===== src/rtl/cfg_req_engine.sv =====
module cfg_req_engine #(
  parameter int AW           = 12,
  parameter int TIMEOUT_CYC  = 4096,
  parameter logic [2:0] TIMEOUT_CODE = 3'b111,
  parameter logic [AW-1:0] OFF_HDR0  = 'h460,
  parameter logic [AW-1:0] OFF_HDR1  = 'h464,
  parameter logic [AW-1:0] OFF_HDR2  = 'h468,
  parameter logic [AW-1:0] OFF_WDATA = 'h470,
  parameter logic [AW-1:0] OFF_REQ   = 'h488,
  parameter logic [AW-1:0] OFF_RDATA = 'h48C
) (
  input  logic          clk,
  input  logic          rst_n,
  input  logic [AW-1:0] reg_addr,
  input  logic          reg_wr,
  input  logic [31:0]   reg_wdata,
  output logic [31:0]   reg_rdata,
  output logic          tlp_valid,
  input  logic          tlp_ready,
  output logic [31:0]   tlp_data,
  output logic          tlp_last,
  input  logic          cpl_valid,
  input  logic [2:0]    cpl_status,
  input  logic [31:0]   cpl_data
);
  localparam int TW = $clog2(TIMEOUT_CYC + 1);
  localparam int DATA_BIT = 30;

  typedef enum logic [1:0] {S_IDLE, S_SEND, S_WAIT} state_t;

  state_t        state_q;
  logic [1:0]    idx_q;
  logic [TW-1:0] wait_q;
  logic          has_data_q;
  logic [31:0]   hdr0_q, hdr1_q, hdr2_q, wdata_q, rdata_q;
  logic [2:0]    status_q;
  logic          busy, wr_ok, start;

  assign busy  = state_q != S_IDLE;
  assign wr_ok = reg_wr && !busy;
  assign start = wr_ok && reg_addr == OFF_REQ && reg_wdata[0];

  always_ff @(posedge clk) begin
    if (!rst_n) begin
      state_q    <= S_IDLE;
      idx_q      <= '0;
      wait_q     <= '0;
      has_data_q <= 1'b0;
      hdr0_q     <= '0;
      hdr1_q     <= '0;
      hdr2_q     <= '0;
      wdata_q    <= '0;
      rdata_q    <= '0;
      status_q   <= '0;
    end else begin
      case (state_q)
        S_IDLE: begin
          if (wr_ok) begin
            if (reg_addr == OFF_HDR0)  hdr0_q  <= reg_wdata;
            if (reg_addr == OFF_HDR1)  hdr1_q  <= reg_wdata;
            if (reg_addr == OFF_HDR2)  hdr2_q  <= reg_wdata;
            if (reg_addr == OFF_WDATA) wdata_q <= reg_wdata;
          end
          if (start) begin
            state_q    <= S_SEND;
            idx_q      <= '0;
            status_q   <= '0;
            has_data_q <= hdr0_q[DATA_BIT];
          end
        end
        S_SEND: begin
          if (tlp_ready) begin
            if (tlp_last) begin
              state_q <= S_WAIT;
              wait_q  <= '0;
            end else begin
              idx_q <= idx_q + 2'd1;
            end
          end
        end
        S_WAIT: begin
          if (cpl_valid) begin
            status_q <= cpl_status;
            if (!has_data_q) rdata_q <= cpl_data;
            state_q  <= S_IDLE;
          end else if (wait_q == TW'(TIMEOUT_CYC - 1)) begin
            status_q <= TIMEOUT_CODE;
            state_q  <= S_IDLE;
          end else begin
            wait_q <= wait_q + 1'b1;
          end
        end
        default: state_q <= S_IDLE;
      endcase
    end
  end

  assign tlp_valid = state_q == S_SEND;
  assign tlp_last  = tlp_valid && (idx_q == (has_data_q ? 2'd3 : 2'd2));

  always_comb begin
    case (idx_q)
      2'd0:    tlp_data = hdr0_q;
      2'd1:    tlp_data = hdr1_q;
      2'd2:    tlp_data = hdr2_q;
      default: tlp_data = wdata_q;
    endcase
  end

  always_comb begin
    reg_rdata = '0;
    if (reg_addr == OFF_HDR0)  reg_rdata = hdr0_q;
    if (reg_addr == OFF_HDR1)  reg_rdata = hdr1_q;
    if (reg_addr == OFF_HDR2)  reg_rdata = hdr2_q;
    if (reg_addr == OFF_WDATA) reg_rdata = wdata_q;
    if (reg_addr == OFF_REQ)   reg_rdata = {24'd0, status_q, 4'd0, busy};
    if (reg_addr == OFF_RDATA) reg_rdata = rdata_q;
  end
endmodule


===== config.mk =====
export PLATFORM = sky130hd
export DESIGN_NAME = cfg_req_engine
export DESIGN_NICKNAME = d
export VERILOG_FILES = /design/src/rtl/cfg_req_engine.sv
export SDC_FILE = /design/constraint.sdc
export NUM_CORES = 1
export LEC_CHECK = 0
export BUFFER_PORTS_ARGS = -buffer_cell sky130_fd_sc_hd__buf_2
export CORE_ASPECT_RATIO = 2
export CORE_MARGIN = 5
export CORE_UTILIZATION = 60
export CTS_CLUSTER_SIZE = 8
export DETAILED_ROUTE_END_ITERATION = 10
export GPL_ROUTABILITY_DRIVEN = 0
export MAX_ROUTING_LAYER = met4
export PLACE_DENSITY_LB_ADDON = 0.05
export SYNTH_ARGS = -nofsm -noshare
export SYNTH_HDL_FRONTEND = slang
export SYNTH_SLANG_ARGS = --single-unit
export TNS_END_PERCENT = 50

===== constraint.sdc =====
create_clock -name clk -period 3.7 [get_ports clk]
set_clock_uncertainty 0.1 [all_clocks]
set_input_delay 0 -clock clk [delete_from_list [all_inputs] [get_ports clk]]
set_output_delay 0 -clock clk [all_outputs]
set_load 0.005 [all_outputs]

==> results of run 1 <==
## worst max-delay path, cell delays in order (launching register included)
cell	delay, ps
dfxtp_1	480
ha_2	820
buf_4	400
mux2i_1	250
buf_2	140
## cell type report
| class | instances | share of cell area |
|---|---|---|
| Timing Repair Buffer | 245 | 0.145 |
| Sequential cell | 181 | 0.317 |
| Clock inverter | 9 | 0.00809 |
| Inverter | 43 | 0.0141 |
| Clock buffer | 23 | 0.0418 |
| Tap cell | 201 | 0.0220 |
| Multi-Input combinational cell | 805 | 0.452 |
## cell usage after synthesis, drive strengths merged (2+ instances only)
library cell / number / area share
a2111o: 5 / 0.0060
a211oi: 2 / 0.0016
a21oi: 73 / 0.039
a222oi: 32 / 0.034
a22oi: 31 / 0.025
a32o: 8 / 0.0085
and2: 4 / 0.0026
and3: 2 / 0.0015
and4: 2 / 0.0020
buf: 35 / 0.028
clkbuf: 63 / 0.025
dfxtp: 181 / 0.38
ha: 5 / 0.0066
inv: 42 / 0.017
mux2i: 134 / 0.14
nand2: 227 / 0.090
nand2b: 13 / 0.0086
nand3: 44 / 0.025
nand4: 8 / 0.0060
nor2: 9 / 0.0038
nor2b: 3 / 0.0020
nor3: 7 / 0.0073
nor3b: 5 / 0.0045
nor4: 2 / 0.0013
nor4b: 4 / 0.0085
o2111ai: 8 / 0.0074
o21a: 20 / 0.016
o21ai: 118 / 0.063
o22ai: 3 / 0.0020
o311ai: 2 / 0.0019
o31ai: 3 / 0.0024
or3: 6 / 0.0040
or3b: 2 / 0.0019
or4: 3 / 0.0024
## worst paths after layout
check                                   to  slack [ps]  cells past startpoint
setup / recovery              tlp_data[25]        1070                      4
hold / removal     has_data_q$_SDFFE_PN0P_          30                      5
setup reg to reg    wait_q[6]$_SDFFE_PN0P_        1330                      5
hold reg to reg   rdata_q[23]$_SDFFE_PN0P_         360                      2
## through the flow
stage	util	cell area [µm²]	instances	total power, µW	hold slack, ps
after detailed placement	0.650	10200	1403	2200	149
final	0.733	11400	1507	4010	27.6
after global placement	0.650	10200	1403	2200	141
after floorplan	-	9440	1127	2110	36.0
after global routing	0.733	11400	1507	4130	38.5
after CTS	0.733	11400	1507	4010	2.25
## cells in the final DEF (no fill, tap or decap), types with 5 or more instances in the layout
| master | count |
|---|---|
| dfxtp_1 | 181 |
| dlygate4sd3_1 | 72 |
| a21oi_1 | 73 |
| o21a_1 | 20 |
| nand2_1 | 227 |
| a32o_1 | 8 |
| buf_4 | 24 |
| nand3_1 | 42 |
| a222oi_1 | 32 |
| o21ai_0 | 118 |
| a2111o_1 | 5 |
| buf_2 | 148 |
| inv_1 | 42 |
| nor2_1 | 7 |
| a22oi_1 | 31 |
| clkbuf_16 | 17 |
| o2111ai_1 | 8 |
| nand4_1 | 7 |
| or3_1 | 6 |
| mux2i_1 | 134 |
| nand2b_1 | 13 |
## state kept, by name (all words and copies together), names as in the netlist
signal / cells
state_q: 2
hdr0_q: 32
wdata_q: 32
idx_q: 2
status_q: 3
rdata_q: 32
has_data_q: 1
hdr2_q: 32
hdr1_q: 32
wait_q: 13
## cell families (layout without fill, tap and decap cells)
family                     after synthesis  in the layout
buffers and inverters                  141            320
adders and majority gates                5              5
and+or+nand+nor                        345            345
AOI/OAI and AO/OA                      318            318
xor gates and xnor gates                 2              2
muxes                                  135            135
DFF                                    181            181
## where the power goes
| part | switching (µW) | internal (µW) | leakage, µW | total, µW |
|---|---|---|---|---|
| sequential | 0.111 | 1950 | 0.00146 | 1950 |
| combinational | 160 | 116 | 0.00221 | 276 |
| clock | 799 | 989 | 0.000271 | 1790 |
## layer usage
layer,share of wire,GRT usage
met2,0.49,0.527
met5,0,-
met3,0.088,0.0605
met1,0.40,0.404
met4,0.025,0.127
==> flow_metrics.env, run 1 <==
export IMPL_vias_per_cell=6.23
export IMPL_synth_ff_type="dfxtp_1"
export IMPL_endpoint_kind="output pin"
export IMPL_synth_xor_area_frac=0.00186
export IMPL_tightest_slew_ps=996
export IMPL_ctsHoldBuffers=72
export IMPL_cts_buffer_depth=2
export IMPL_p_leak_uw=0.00394
export IMPL_cts_tree="built"
export IMPL_synth_area_mm2=0.00944
export IMPL_numClockSinks=181
export IMPL_ant_nets=0
export IMPL_num_vias=9387
export IMPL_crit_fanout=21
export IMPL_place_ws_ps=1380
export IMPL_synth_compound_area_frac=0.218
export IMPL_drc=0
export IMPL_power_density_mw_per_mm2=351
export IMPL_synthesis_nets=1216
export IMPL_cts_max_level=4
export IMPL_ys_seq_elements=181
export IMPL_synth_top_family_by_area="compound AO/OA/AOI/OAI gates"
export IMPL_syn_inst=1127
export IMPL_crit_arrival_ps=2530
export IMPL_die_x_um=98.7
export IMPL_ios=150
export IMPL_slew_violations=0
export IMPL_rsz0062_at_grt="false"
export IMPL_required_ps=3600
export IMPL_rows=65
export IMPL_ys_warn_count=0
export IMPL_start_util=0.605
export IMPL_layout_area_seq_mm2=0.00362
export IMPL_grt_antenna_before_repair=0
export IMPL_dp_hpwl_mm=18.3
export IMPL_worst_setup_path_start_kind="flop"
export IMPL_hold_start="reg_addr[6]"
export IMPL_min_period_over_period=0.711
export IMPL_port_buffers=149
export IMPL_die_height_um=187
export IMPL_synth_seq_area_share=0.384
export IMPL_synth_mux_area_frac=0.143
export IMPL_synthAdderAreaFrac=0.00663
export IMPL_drive_gt1_frac=0.174
export IMPL_synth_cell_types=69
export IMPL_root_buffer="clkbuf_16"
export IMPL_ir_drop_mv=0.302
export IMPL_setup_slack_ps=1070
export IMPL_hold_viol=0
export IMPL_diodes=0
export IMPL_dieArea_mm2=0.0185
export IMPL_cts_made_buffers=17
export IMPL_clk_latency_ps=430
export IMPL_grt_pass1_vias=9319
export IMPL_criticalPathCategory="reg2out"
export IMPL_drt_iter0_drc=867
export IMPL_synth_edf_count=0
export IMPL_coreArea_mm2=0.0156
export IMPL_max_freq_mhz=380
export IMPL_multi_input_comb_area_mm2=0.00517
export IMPL_grt_usage=0.327
export IMPL_first_pass_iters=6
export IMPL_finalSetupViolations=0
export IMPL_post_drt_wl_per_cell_um=19.9
export IMPL_r2r_start="wait_q[0]$_SDFFE_PN0P_"
export IMPL_area_growth_pct=21.2
export IMPL_maxSlewHeadroom=0.329
export IMPL_status="completed"
export IMPL_setup_tns_final_ps=0
export IMPL_post_cts_resized=0
export IMPL_synthArstFlopShare=0
export IMPL_grt_overflow=0
export IMPL_finalCriticalPeriod_ps=2630
export IMPL_num_nets_final=1382
export IMPL_synth_simple_gate_area_frac=0.176
export IMPL_post_cts_setup_buffers=0
export IMPL_nFillCells=1283
export IMPL_worstHoldPathType="in2reg"
export IMPL_wl_mm=29.9
export IMPL_critPathLaunch="idx_q[1]$_SDFFE_PN0P_"
export IMPL_grt_start_max_net_pins=76
export IMPL_grt_first_pass_wirelength_mm=47.6
export IMPL_clk_pin_slew_worst_paths_ps=60
export IMPL_max_cap_viol_count=0
export IMPL_postSynthAreaPerCell_um2=8.38
(Power assumes the default switching activity.)
==> run 2: changes to the inputs <==
--- a/config.mk
+++ b/config.mk
@@ -8,7 +8,7 @@
 export BUFFER_PORTS_ARGS = -buffer_cell sky130_fd_sc_hd__buf_2
 export CORE_ASPECT_RATIO = 2
 export CORE_MARGIN = 5
-export CORE_UTILIZATION = 60
+export CORE_UTILIZATION = 52
 export CTS_CLUSTER_SIZE = 8
 export DETAILED_ROUTE_END_ITERATION = 10
 export GPL_ROUTABILITY_DRIVEN = 0
==> constraint.sdc (replaced) <==
create_clock -name clk -period 2.25 [get_ports clk]
set_clock_uncertainty 0.1 [all_clocks]
set_input_delay 0 -clock clk [delete_from_list [all_inputs] [get_ports clk]]
set_output_delay 0 -clock clk [all_outputs]
set_load 0.005 [all_outputs]
==> run 2 against run 1 <==
Net effect:
- sequential share of layout area shrank 1.1 points
- non-clock buffer count up 28
- clock power rose by 75%
- via count shrank 2.6%
- sequential power increased by 64%
- core utilization fell by 6.8 points
- cell count increased by 2.6%
- setup slack got worse by 960 ps
- hold slack better by 24 ps
- cell area increased by 3.8%
- critical endpoint is now tlp_data[26]
- count of clock-buffer cells in the layout fell by 2
==> flow_metrics.env, run 2 (synthesis gave the netlist of run 1 again) <==
export IMPL_cts_tree="built"
export IMPL_crit_fanout=21
export IMPL_die_height_um=201
export IMPL_post_place_cells=1437
export IMPL_cts_buffer_depth=2
export IMPL_drive_gt1_frac=0.192
export IMPL_ios=150
export IMPL_worstHoldPathType="in2reg"
export IMPL_ant_nets=0
export IMPL_hold_start="reg_addr[6]"
export IMPL_ir_drop_mv=0.556
export IMPL_grt_start_max_net_pins=142
export IMPL_dieArea_mm2=0.0211
export IMPL_most_common_layout_cells="227 x nand2_1, 179 x dfxtp_1, 148 x buf_2"
export IMPL_area_growth_pct=25.8
export IMPL_cts_max_level=4
export IMPL_dp_hpwl_mm=19.9
export IMPL_grt_overflow=0
export IMPL_num_nets_final=1410
export IMPL_p_leak_uw=0.00415
export IMPL_grt_pass1_vias=9430
export IMPL_setup_tns_final_ps=0
export IMPL_endpoint_kind="output pin"
export IMPL_rsz0062_at_grt="false"
export IMPL_required_ps=2150
export IMPL_grt_usage=0.288
export IMPL_grt_first_pass_wirelength_mm=47.9
export IMPL_critPathLaunch="idx_q[1]$_SDFFE_PN0P_"
export IMPL_cts_made_buffers=17
export IMPL_p_int_uw=5230
export IMPL_rows=69
export IMPL_coreArea_mm2=0.0179
export IMPL_drt_iter0_drc=698
export IMPL_num_vias=9140
export IMPL_r2r_start="state_q[1]$_SDFFE_PN0P_"
export IMPL_tightest_slew_ps=683
export IMPL_finalCriticalPeriod_ps=2140
export IMPL_drc=0
export IMPL_diodes=0
export IMPL_seqPwrFrac=0.470
export IMPL_p_clk_frac=0.459
export IMPL_path_cells="inv_1 > ha_2 > buf_8 > a222oi_1 > mux2i_1 > buf_2"
export IMPL_maxSlewHeadroom=0.545
export IMPL_setup_slack_ps=112
export IMPL_power_frac_comb=0.070
export IMPL_max_cap_viol_count=0
export IMPL_port_buffers=149
export IMPL_first_pass_iters=6
export IMPL_die_x_um=105
export IMPL_min_period_over_period=0.950
export IMPL_grt_antenna_before_repair=0
export IMPL_root_buffer="clkbuf_16"
export IMPL_finalInstanceArea_mm2=0.0119
export IMPL_finalSetupViolations=0
export IMPL_max_freq_mhz=468
export IMPL_slowest_delay_ps=480
export IMPL_wl_mm=29.8
export IMPL_worst_setup_path_start_kind="flop"
export IMPL_slew_violations=0
export IMPL_start_util=0.528
export IMPL_post_drt_wl_per_cell_um=19.3
export IMPL_vias_per_cell=5.91
export IMPL_layout_commonest_cell="nand2_1"
export IMPL_hold_slack_ps=51.7
export IMPL_criticalPathCategory="reg2out"
export IMPL_swShare=0.232
export IMPL_numClockSinks=181
export IMPL_stdcell_count=1546
export IMPL_clk_pin_slew_worst_paths_ps=70
export IMPL_place_ws_ps=317
export IMPL_hold_viol=0
export IMPL_netSwitchingPower_uw=1580
export IMPL_postPlaceCellArea_mm2=0.0105
export IMPL_clk_latency_ps=430
export IMPL_crit_slowest_cell="a222oi_1"
export IMPL_nFillCells=1517
export IMPL_crit_arrival_ps=2040
export IMPL_status="completed"
export IMPL_power_density_mw_per_mm2=573
==> run 2: changes by cell type in the layout (fill, tap and decap cells not counted), sizes merged <==
cell and delta:
buf +25, clkbuf -2, clkinvlp -1, dlygate4sd3 +3, clkinv +1, inv -1, bufinv +2
==> run 2: through the flow <==
stage / power, µW / util
finish: 6800 / 0.665
detailed placement: 3650 / 0.586
global route: 6980 / 0.665
global placement: 3650 / 0.586
CTS: 6850 / 0.662
floorplan: 3460 / -
==> run 2: worst paths after layout <==
| check | slack [ps] | cells after the start | end |
|---|---|---|---|
| setup / recovery | 110 | 6 | tlp_data[26] |
| hold / removal | 50 | 5 | has_data_q$_SDFFE_PN0P_ |
| setup reg to reg | 180 | 5 | wdata_q[0]$_SDFFE_PN0P_ |
| hold reg to reg | 360 | 2 | rdata_q[2]$_SDFFE_PN0P_ |
==> run 2: critical path: cells and delay by family (launching register included) <==
kind                     cells  cell delay [ps]
flip-flops                   1              370
adder cells (fa/ha/maj)      1              200
multiplexers                 1              130
AO/OA/AOI/OAI                1              480
buffers and inverters        3              420
==> run 2: layout make-up <==
type | instances | area, µm² | area share
tap | 213 | 267 | 0.0224
multi-input combinational | 805 | 5190 | 0.437
timing repair buffer | 273 | 2030 | 0.171
clock buffer | 21 | 460 | 0.0387
sequential | 181 | 3630 | 0.306
clock inverter | 10 | 146 | 0.0123
inverter | 43 | 161 | 0.0136
==> run 2: layer usage <==
| layer | GRT usage | up-vias | part of all wire |
|---|---|---|---|
| met1 | 0.312 | 4295 | 0.38 |
| met2 | 0.513 | 331 | 0.53 |
| met4 | 0.143 | 0 | 0.037 |
| met3 | 0.0351 | 78 | 0.055 |
| li1 | - | 4436 | - |
| met5 | - | - | 0 |
==> run 2: timing repair <==
| action | in CTS | in global routing |
|---|---|---|
| setup buffers | 0 | 3 |
| pin swaps | 1 | 3 |
| resized for setup | 3 | 7 |
| setup endpoints to repair | 29 | 10 |
| hold endpoints to repair | 168 | 0 |
| hold buffers | 75 | 0 |
==> run 2: power groups by stage <==
| stage | registers (µW) | logic [µW] | clock network [µW] |
|---|---|---|---|
| finish | 3200 | 479 | 3130 |
| global route | 3200 | 515 | 3270 |
| CTS | 3200 | 473 | 3170 |
| detailed placement | 3280 | 373 | 0 |
| global placement | 3280 | 375 | 0 |
| floorplan | 3280 | 188 | 0 |
==> run 3: changes to the inputs <==
--- a/config.mk
+++ b/config.mk
@@ -5,7 +5,7 @@
 export SDC_FILE = /design/constraint.sdc
 export NUM_CORES = 1
 export LEC_CHECK = 0
-export BUFFER_PORTS_ARGS = -buffer_cell sky130_fd_sc_hd__buf_2
+export BUFFER_PORTS_ARGS = -buffer_cell sky130_fd_sc_hd__clkbuf_2
 export CORE_ASPECT_RATIO = 2
 export CORE_MARGIN = 5
 export CORE_UTILIZATION = 52
==> run 3 against run 2 <==
Net effect:
- die area unchanged
- wire length shrank 0.94%
- cell count down 0.26%
- setup slack better by 2.8 ps
- non-clock buffer count shrank 5
- power down 3.1%
- critical path type unchanged
- largest power group unchanged
- highest routed layer unchanged
==> flow_metrics.env, run 3 (synthesis gave the netlist of run 1 again) <==
export IMPL_max_cap_viol_count=0
export IMPL_cts_max_level=4
export IMPL_setup_tns_final_ps=0
export IMPL_grt_pass1_vias=9344
export IMPL_port_buffers=149
export IMPL_setup_slack_ps=115
export IMPL_diodes=0
export IMPL_criticalPathCategory="reg2out"
export IMPL_most_common_layout_cells="227 x nand2_1, 179 x dfxtp_1, 148 x clkbuf_2"
export IMPL_rsz0062_at_grt="false"
export IMPL_power_density_mw_per_mm2=561
export IMPL_clk_pin_slew_worst_paths_ps=60
export IMPL_cp_num_buf_inv=3
export IMPL_gr_usage_met3=0.0428
export IMPL_post_drt_wl_per_cell_um=19.2
export IMPL_r2r_start="state_q[1]$_SDFFE_PN0P_"
export IMPL_dp_hpwl_mm=19.6
export IMPL_crit_slowest_cell="a222oi_1"
export IMPL_rows=69
export IMPL_root_buffer="clkbuf_16"
export IMPL_dieArea_mm2=0.0211
export IMPL_rr_worst_depth=7
export IMPL_grt_use_met2=0.515
export IMPL_path_delay_family="compound AO/OA/AOI/OAI gates"
export IMPL_ios=150
export IMPL_critPathLaunch="idx_q[1]$_SDFFE_PN0P_"
export IMPL_slew_violations=0
export IMPL_post_cts_setup_buffers=0
export IMPL_worst_setup_path_start_kind="flop"
export IMPL_slowest_delay_ps=450
export IMPL_drt_iter0_drc=642
export IMPL_cts_tree="built"
export IMPL_coreArea_mm2=0.0179
export IMPL_grt_first_pass_wirelength_mm=47.6
export IMPL_area_growth_pct=24.6
export IMPL_ant_nets=0
export IMPL_path_cells="inv_1 > ha_1 > buf_6 > a222oi_1 > mux2i_1 > clkbuf_2"
export IMPL_grt_antenna_before_repair=0
export IMPL_grt_usage=0.285
export IMPL_required_ps=2150
export IMPL_ir_drop_mv=0.467
export IMPL_status="completed"
export IMPL_place_ws_ps=374
export IMPL_vias_per_cell=5.98
export IMPL_hold_slack_ps=61.9
export IMPL_first_pass_iters=5
export IMPL_endpoint="tlp_data[27]"
export IMPL_max_freq_mhz=468
export IMPL_hold_start="reg_addr[6]"
export IMPL_tightest_slew_ps=635
export IMPL_multi_input_comb_area_mm2=0.00518
export IMPL_clk_latency_ps=430
export IMPL_drive_gt1_frac=0.187
export IMPL_layout_area_seq_mm2=0.00363
export IMPL_numClockSinks=181
export IMPL_die_height_um=201
export IMPL_num_vias=9224
export IMPL_grt_start_max_net_pins=142
export IMPL_crit_fanout=22
export IMPL_cts_buffer_depth=2
export IMPL_nFillCells=1572
export IMPL_finalSetupViolations=0
export IMPL_worstHoldPathType="in2reg"
export IMPL_wl_mm=29.5
export IMPL_num_nets_final=1405
export IMPL_p_leak_uw=0.00405
export IMPL_grt_overflow=0
export IMPL_drc=0
export IMPL_die_x_um=105
export IMPL_top_usage_layer="met2"
export IMPL_timing_rr_end="wdata_q[25]$_SDFFE_PN0P_"
export IMPL_crit_cells=6
export IMPL_met1_usage=0.302
export IMPL_layout_commonest_cell="nand2_1"
export IMPL_crit_arrival_ps=2040
export IMPL_rrSetupSlack_ps=130
export IMPL_maxSlewHeadroom=0.577
export IMPL_hold_viol=0
export IMPL_cts_made_buffers=17
export IMPL_min_period_over_period=0.949
export IMPL_p_total_uw=6590
export IMPL_finalCriticalPeriod_ps=2140
export IMPL_start_util=0.528
export IMPL_endpoint_kind="output pin"
[run 3: metal layers]
layer / vias to the layer above / routed length (µm)
met5: - / 0
met1: 4357 / 10900
met3: 73 / 1760
met2: 366 / 15800
met4: 0 / 1060
li1: 4428 / -
[run 3: how the worst min path moves through the flow]
stage | endpoint | slack, ps | depth (start not counted)
after CTS | status_q[2]$_SDFFE_PN0P_ | 50 | 5
after floorplan | rdata_q[11]$_SDFFE_PN0P_ | 40 | 2
after detailed placement | rdata_q[6]$_SDFFE_PN0P_ | 130 | 3
final | has_data_q$_SDFFE_PN0P_ | 60 | 5
after global routing | status_q[2]$_SDFFE_PN0P_ | 70 | 5
after global placement | rdata_q[0]$_SDFFE_PN0P_ | 120 | 3
[run 3: stage by stage]
stage,utilization,instances,instance area [µm²]
floorplan,-,1127,9440
global placement,0.583,1434,10400
detailed placement,0.583,1434,10400
CTS,0.658,1542,11800
global route,0.658,1542,11800
finish,0.658,1542,11800
[run 3: area by class of cell]
cell class | count | share of cell area
flip-flops and latches | 181 | 0.308
repair buffers | 268 | 0.167
clock buffers | 20 | 0.0380
inverters | 43 | 0.0137
multi-input cells | 805 | 0.440
well taps | 213 | 0.0227
clock inverters | 12 | 0.0106
[run 3: tightest hold or removal path: stages]
cell and delay (ps):
clkbuf_2 110, nor4b_4 60, nand3_2 150, or4_1 150, a21oi_1 50
[run 3: power breakdown]
part / total (µW) / leakage [µW] / switching [µW] / internal, µW
clock: 2910 / 0.000272 / 1340 / 1580
sequential: 3200 / 0.00146 / 0.180 / 3200
combinational: 480 / 0.00232 / 271 / 208
total: 6590 / 0.00405 / 1610 / 4990
[run 3: what timing repair did]
item                                    4_1_cts  5_1_grt
hold buffers                                 76        0
endpoints found under the setup margin        8       18
pin swaps                                     3        2
hold endpoints to repair                    168        0
resized for setup                             1        5
